==> src/rtl/rcs_pkg.sv <==
package rcs_pkg;

  // Row index of a flat word address.
  function automatic int unsigned rcs_row_of(input int unsigned a, input int unsigned col_bits);
    return a >> col_bits;
  endfunction

  // Group index of a flat word address within its row.
  function automatic int unsigned rcs_col_of(input int unsigned a, input int unsigned col_bits);
    return a & ((32'd1 << col_bits) - 32'd1);
  endfunction

  // Lowest bit of a group inside a row vector.
  function automatic int unsigned rcs_group_lsb(input int unsigned col, input int unsigned word_w);
    return col * word_w;
  endfunction

endpackage

==> src/rtl/rcs_row_decoder.sv <==
module rcs_row_decoder #(
  parameter int ROW_BITS = 2,
  localparam int ROWS = 1 << ROW_BITS
) (
  input  logic                en,
  input  logic [ROW_BITS-1:0] row,
  output logic [ROWS-1:0]     wl
);
  for (genvar r = 0; r < ROWS; r++) begin : g_wl
    assign wl[r] = en && (row == ROW_BITS'(r));
  end
endmodule

==> src/rtl/rcs_array.sv <==
module rcs_array #(
  parameter int WORD_W   = 1,
  parameter int ROW_BITS = 2,
  parameter int COL_BITS = 2,
  localparam int ROWS    = 1 << ROW_BITS,
  localparam int COLS    = 1 << COL_BITS,
  localparam int ROW_LEN = COLS * WORD_W
) (
  input  logic                clk,
  input  logic                we,
  input  logic [ROWS-1:0]     wl,
  input  logic [COL_BITS-1:0] col,
  input  logic [WORD_W-1:0]   din,
  output logic [ROW_LEN-1:0]  rd_row
);
  import rcs_pkg::*;

  logic [ROW_LEN-1:0] row_q [ROWS];
  logic [ROWS-1:0]    row_wr;

  for (genvar r = 0; r < ROWS; r++) begin : g_row
    assign row_wr[r] = we && wl[r];

    always_ff @(posedge clk) begin
      if (row_wr[r])
        row_q[r][rcs_group_lsb(32'(col), WORD_W) +: WORD_W] <= din;
    end

    // R7 (also R6, R8): a row not written this edge keeps its bits
    row_hold_chk: assert property (@(posedge clk) !row_wr[r] |=> $stable(row_q[r]));
  end

  // Wired-OR style read: every row gated by its wordline, then OR-ed
  always_comb begin
    rd_row = '0;
    for (int r = 0; r < ROWS; r++)
      rd_row = rd_row | (row_q[r] & {ROW_LEN{wl[r]}});
  end
endmodule

==> src/rtl/rcs_col_select.sv <==
module rcs_col_select #(
  parameter int WORD_W   = 1,
  parameter int COL_BITS = 2,
  localparam int COLS    = 1 << COL_BITS,
  localparam int ROW_LEN = COLS * WORD_W
) (
  input  logic [ROW_LEN-1:0]  row_bits,
  input  logic [COL_BITS-1:0] col,
  output logic [WORD_W-1:0]   word
);
  import rcs_pkg::*;
  assign word = row_bits[rcs_group_lsb(32'(col), WORD_W) +: WORD_W];
endmodule

==> src/rtl/rc_sram.sv <==
module rc_sram #(
  parameter int WORD_W   = 1,
  parameter int ROW_BITS = 2,
  parameter int COL_BITS = 2,
  localparam int ADDR_W  = ROW_BITS + COL_BITS,
  localparam int ROWS    = 1 << ROW_BITS,
  localparam int ROW_LEN = (1 << COL_BITS) * WORD_W
) (
  input  logic              clk,
  input  logic              cs,
  input  logic              we,
  input  logic [ADDR_W-1:0] addr,
  input  logic [WORD_W-1:0] din,
  output logic [WORD_W-1:0] dout,
  output logic              dout_vld
);
  import rcs_pkg::*;

  logic [ROW_BITS-1:0] row_f;
  logic [COL_BITS-1:0] col_f;
  logic [ROWS-1:0]     wl;
  logic [ROW_LEN-1:0]  sel_row;
  logic [WORD_W-1:0]   sel_word;

  assign row_f = ROW_BITS'(rcs_row_of(32'(addr), COL_BITS));
  assign col_f = COL_BITS'(rcs_col_of(32'(addr), COL_BITS));

  rcs_row_decoder #(.ROW_BITS(ROW_BITS)) u_dec (
    .en(cs), .row(row_f), .wl(wl)
  );

  rcs_array #(.WORD_W(WORD_W), .ROW_BITS(ROW_BITS), .COL_BITS(COL_BITS)) u_arr (
    .clk(clk), .we(we), .wl(wl), .col(col_f), .din(din), .rd_row(sel_row)
  );

  rcs_col_select #(.WORD_W(WORD_W), .COL_BITS(COL_BITS)) u_col (
    .row_bits(sel_row), .col(col_f), .word(sel_word)
  );

  assign dout     = cs ? sel_word : '0;
  assign dout_vld = cs;


  wl_onehot_chk: assert property (@(posedge clk) $onehot0(wl));

  wl_select_chk: assert property (@(posedge clk) cs |-> $onehot(wl));

  wl_idle_chk: assert property (@(posedge clk) !cs |-> (wl == '0));

  out_idle_chk: assert property (@(posedge clk) !dout_vld |-> (dout == '0));
  // R5 (with R2)
  wr_readback_chk: assert property (@(posedge clk)
    (cs && we) ##1 (cs && $stable(addr)) |-> (dout == $past(din)));
endmodule

==> config.mk <==
export PLATFORM = sky130hd
export DESIGN_NAME = rc_sram
export DESIGN_NICKNAME = d
export VERILOG_FILES = /design/src/rtl/rcs_pkg.sv /design/src/rtl/rcs_row_decoder.sv /design/src/rtl/rcs_array.sv /design/src/rtl/rcs_col_select.sv /design/src/rtl/rc_sram.sv
export SDC_FILE = /design/constraint.sdc
export NUM_CORES = 1
export LEC_CHECK = 0
export ABC_AREA = 1
export BUFFER_PORTS_ARGS = -buffer_cell sky130_fd_sc_hd__buf_2
export CORE_MARGIN = 4
export CORE_UTILIZATION = 59
export CTS_BUF_LIST = sky130_fd_sc_hd__clkbuf_2
export CTS_CLUSTER_SIZE = 8
export DETAILED_ROUTE_END_ITERATION = 8
export PLACE_DENSITY_LB_ADDON = 0.08
export SLEW_MARGIN = 20
export SYNTH_ARGS = -nofsm -noshare
export SYNTH_HDL_FRONTEND = slang
export SYNTH_HIERARCHICAL = 1
export SYNTH_SLANG_ARGS = --single-unit
==> constraint.sdc <==
create_clock -name clk -period 1.26 [get_ports clk]
set_input_delay 0.126 -clock clk [delete_from_list [all_inputs] [get_ports clk]]
set_output_delay 0.126 -clock clk [all_outputs]
set_load 0.03 [all_outputs]
# Yosys cells after proc, flatten, opt, wreduce, memory -nomap -nowiden
# Memory sizes are Yosys's and may differ from the RTL's.
# Index checks and enable logic that the tools add are counted.
dict set report word_totals {
  ff_bits 0
  mem_bits_rw 16
  elab_cells 45
  mem_count 1
}
dict set report classes {
  n_addsub 1
  n_eq_ne 3
  n_shift 3
  mux 18
  bitwise_logic 7
  n_reduce_logical 12
}
# memory words word_bits read_ports rd_ports_with_merged_regs wr line
set memory_table {}
lappend memory_table {u_arr.row_q 4 4 4 0 1 rcs_array.sv:18} ;# logic [ROW_LEN-1:0] row_q [ROWS];
# cell n
set op_table {}
lappend op_table {{$mux W4} 10}
lappend op_table {{$neg A2 Y34} 1}
lappend op_table {{$shift A1 B34 Y4 const A} 1}
lappend op_table {{$shiftx A1 B34 Y4} 1}
lappend op_table {{$and A4 B4 Y4} 4}
lappend op_table {{$or A4 B4 Y4} 3}
lappend op_table {{$reduce_or A4 Y1} 3}
lappend op_table {{$logic_and A1 B1 Y1} 8}
lappend op_table {{$mux W2} 3}
lappend op_table {{$mux W1} 5}
lappend op_table {{$eq A2 B2 Y1 const B} 2}
lappend op_table {{$shiftx A4 B3 Y1} 1}
lappend op_table {{$eq A2 B1 Y1 const B} 1}
lappend op_table {{$logic_not A2 Y1} 1}

# Depth between registers and ports, before layout
dict set report depth {
  ltp_word 9
  depth_mapped 13
  ltp_nobuf 13
}

# Cells and area by module
# The synthesis kept the hierarchy.
# mod instances cells_per_inst area_per_inst_um2
set by_module_without_submodules {}
lappend by_module_without_submodules {rcs_array 1 94 822.0}
lappend by_module_without_submodules {rcs_col_select 1 13 51.3}
lappend by_module_without_submodules {rcs_row_decoder 1 8 30.0}
lappend by_module_without_submodules {rc_sram 1 3 15.0}

# Worst setup path before layout
# OpenSTA, ideal clock, no wires.
dict set report synth_timing {
  path_type {input-to-output}
  from {input port addr[3]}
  to {output port dout}
  arrival_ns 1.032
  required_ns 1.134
  slack_ns 0.102
  cell_stages 13
  path_buffers 0
  cell_sequence {inv_1 -> nand2_1 -> nor2_1 -> nand2_1 -> nand2_1 -> inv_1 -> nand2_1 -> inv_1 -> nand2_1 -> nand3_1 -> nand2_1 -> nand2_1 -> inv_1}
}
dict set report synth_between {
  elab_chain_cells 8
}
# item line
set synth_lines {}
lappend synth_lines {{start, declared} rc_sram.sv:12} ;# input logic [ADDR_W-1:0] addr,
lappend synth_lines {{$logic_not A2 Y1} rcs_row_decoder.sv:10} ;# assign wl[r] = en && (row == ROW_BITS'(r));
lappend synth_lines {{$logic_and A1 B1 Y1} rcs_row_decoder.sv:10}
lappend synth_lines {{net wl[0]} rc_sram.sv:21} ;# logic [ROWS-1:0] wl;
lappend synth_lines {{$and A4 B4 Y4} rcs_array.sv:37} ;# rd_row = rd_row | (row_q[r] & {ROW_LEN{wl[r]}});
lappend synth_lines {{$or A4 B4 Y4 (3 in series)} rcs_array.sv:37}
lappend synth_lines {{net sel_row[3]} rc_sram.sv:22} ;# logic [ROW_LEN-1:0] sel_row;
lappend synth_lines {{$shiftx A4 B3 Y1} rcs_col_select.sv:12} ;# assign word = row_bits[rcs_group_lsb(32'(col), WORD_W) +: WORD_W];
lappend synth_lines {{net sel_word} rc_sram.sv:23} ;# logic [WORD_W-1:0] sel_word;
lappend synth_lines {{$mux W1} rc_sram.sv:40} ;# assign dout = cs ? sel_word : '0;
lappend synth_lines {{end, declared} rc_sram.sv:14} ;# output logic [WORD_W-1:0] dout,
# The timed path passes the listed nets, and every way through them passes these cells.

==> results.toml <==
[clocking]
cts_htree_levels = 1
clockBufferDepth = 2
cts_tree = "built"
postCtsHoldBufs = 0
clk_pin_slew_worst_paths_ns = 0.13
clock-root-buffer = "sky130_fd_sc_hd__clkbuf_2"
cts_num_sinks = 16
cts_setup_buffers = 0
cts_made_buffers = 3

[finish]
reg.largest.list = "u_arr/row_q x16"
multiInputGateArea_um2 = 337
flow.area_growth_from_synthesis_pct = 15.8
max_flop_register = "u_arr/row_q"
largest_register_ffs = 16
n_fill_cell = 110
register_area_um2 = 480
final_layout_size_suffix_gt1_share_pct = 15.2
design_area_final_um2 = 1060
insertedDiodeCount = 0
final_nets = 153

[critical_path]
timing.critical_path.cells = "nand2_1, nand2_1, inv_1, nand2_1, inv_1, nand2_1, nand3_1, nand2_1, nand2_1, inv_1, buf_6"
critPathKind = "flop to output pin"
critical_path_sink_type = "output pin"
setup.worst_path.start = "u_arr/row_q[1][1]"
worst_path_most_repeated_cell = "sky130_fd_sc_hd__nand2_1"
timing.critical_path.from_type = "flop"
timing.critical_path.depth = 11
critical-path-max-stage-delay_ns = 0.38
cp_num_buf_inv = 4
critPathRequiredTime_ns = 1.13
timing.critical_path.max_delay_family = "simple AND/OR/NAND/NOR gates"
critical_path.slowest_cell = "sky130_fd_sc_hd__edfxtp_1"
critPathCapture = "dout"
worst-endpoint-arrival_ns = 1.34
worst-path-max-fanout = 1

[floorplanning]
die-area_um2 = 2250
floorplan.die.width_um = 47.5
boundaryPins = 10
chipHeight_um = 47.5
fp.coreArea_um2 = 1380
site_rows = 13
initial_core_util_pct = 66.4

[pwr]
clock_power_share_pct = 21.6
combinationalPowerShare_pct = 16.9
internal_power_uw = 716
power_density_nw_per_um2 = 901
swShare_pct = 25.3
vdd_ir_drop_max_mv = 0.660
sequentialPowerShare_pct = 61.5
power_leakage_uw = 0.000505
net-switching-power_uw = 242

[synth]
ys_ff_latch = 16
syn_nets = 131
synth_xor_xnor_area_share_pct = 0
yosys.cell_count.top_type = "sky130_fd_sc_hd__nand2_1"
yosys_warnings = 6
synthTopCellsByCount = "sky130_fd_sc_hd__nand2_1, sky130_fd_sc_hd__inv_1, sky130_fd_sc_hd__nor2_1"
combinational_family_with_the_most_area_after_synthesis = "simple AND/OR/NAND/NOR gates"
post_synth_inst_count = 118
netlist.area_leader.share_pct = 52.3
dominantRegCellSynth = "sky130_fd_sc_hd__edfxtp_1"
synth_area_per_cell_um2 = 7.78
synth.cell_area_um2 = 918
muxShareOfSynthArea_pct = 0
synth_top_area_cell = "sky130_fd_sc_hd__edfxtp_1"
seq_area_frac_synth_pct = 52.3
ys_types = 8
postSynth.asyncResetShare_pct = 0
synthSimpleGateAreaFrac_pct = 29.8
post_synth_fa_ha_maj_area_fraction_pct = 6.81
synth_top_cells_by_area = "sky130_fd_sc_hd__edfxtp_1, sky130_fd_sc_hd__nand2_1, sky130_fd_sc_hd__inv_1"
compound_gate_fraction_of_synth_area_pct = 0
synth_enable_flop_cells = 16

[global_route]
first_global_vias = 653
grt_max_degree = 9
gr-total-overflow = 0
grt_util_all_layers_pct = 18.6
grt_first_pass_wirelength_um = 2780
grt_antenna_before_repair = 0

[min_path]
holdCritPathClass = "input port to flop"

[route]
finalWirelength_um = 1710
average_wire_per_standard_cell_um = 11.2
residual_drc = 0
route.antenna.remaining_nets = 0
vias = 746
routed-wl-met2_um = 807
wl_met3_um = 130
drt_pre_antenna_iters = 4
max_layer_used = "met4"
via_density = 4.88
drt-initial-drc-count = 14
drt-met1-wl_um = 745

[timing]
finalHoldWorstSlack_ns = 0.263
min_period_ns = 1.46
relSlewSlack_pct = 76.5
timing.final.max_slew_violations = 0
worst_pin_slew_ns = 0.349
period_share_pct = 116
max_freq_mhz = 684
hold_viol = 0
timing.final.setup_violations = 1
rsz0062_at_grt = "yes"
setup_ws_ns = -0.201

[job]
drv_cap = 0

[placement]
place_congestion = 0.758
postPlaceCellArea_um2 = 1040
io_buffers = 9
detailedPlacementHpwl_um = 1300
placement.setup.worst_slack_ns = -0.124

[run_status]
outcome = "complete, but fails checks"
violations = "negative setup slack"
[worst min-delay path, delay by kind of cell]
kind / cells / cell delay [ns]
buf+inv: 1 / 0.12
simple gates: 2 / 0.14
[power groups by stage]
stage	logic [uW]	clock network [uW]	registers [uW]
3_5_place_dp	156	0	601
2_1_floorplan	94.6	0	601
5_1_grt	184	234	590
4_1_cts	161	213	589
3_3_place_gp	150	0	601
6_report	162	207	589
[cell type report]
type	instances	share of cell area (%)
clock buffer	3	1.41
inverter	25	8.82
sequential	16	45.2
multi-input combinational	76	31.6
timing repair buffer	18	11.2
tap	15	1.76
[placed cells by master, fill, tap and decap left out]
| cell type | n |
|---|---|
| sky130_fd_sc_hd__inv_1 | 25 |
| sky130_fd_sc_hd__ha_1 | 5 |
| sky130_fd_sc_hd__nand3_1 | 4 |
| sky130_fd_sc_hd__clkbuf_2 | 3 |
| sky130_fd_sc_hd__nand2_1 | 43 |
| sky130_fd_sc_hd__buf_4 | 9 |
| sky130_fd_sc_hd__nor2_1 | 22 |
| sky130_fd_sc_hd__buf_6 | 1 |
| sky130_fd_sc_hd__edfxtp_1 | 16 |
| sky130_fd_sc_hd__nor3_1 | 2 |
| sky130_fd_sc_hd__buf_2 | 8 |
[timing repair]
| item | CTS | global route |
|---|---|---|
| endpoints found under the setup margin | 1 | 1 |
| gates resized for setup | 2 | 0 |
| pin swaps | 6 | 6 |
[cells by family (layout without fill, tap and decap cells)]
kind of cell | after synthesis | after routing
flops | 16 | 16
buf+inv | 26 | 46
simple gates | 71 | 71
fa+ha+maj | 5 | 5
[how the worst min path moves through the flow]
stage	from	to	slack, ns	cells after the start
after detailed placement	din	u_arr/row_q[0][0]	0.55	3
after global placement	din	u_arr/row_q[0][0]	0.54	3
after global routing	din	u_arr/row_q[1][0]	0.26	3
after CTS	din	u_arr/row_q[0][0]	0.24	3
after floorplan	cs	dout_vld	0.38	1
final	din	u_arr/row_q[0][0]	0.26	3
[routing by layer]
layer	vias up	global-route usage, %
li1	393	-
met1	316	23.7
met2	33	31.0
met3	4	2.26
met4	0	9.94
met5	-	0
[metrics by stage]
stage | instances | power [uW] | setup TNS, ns | utilization (%)
2_1_floorplan | 118 | 696 | 0 | -
3_3_place_gp | 150 | 752 | -0.0919 | 75.4
3_5_place_dp | 150 | 757 | -0.124 | 75.4
4_1_cts | 153 | 964 | -0.204 | 76.9
5_1_grt | 153 | 1010 | -0.317 | 76.9
6_report | 153 | 958 | -0.201 | 76.9
No activity file was read; power rests on OpenSTA's default activity.
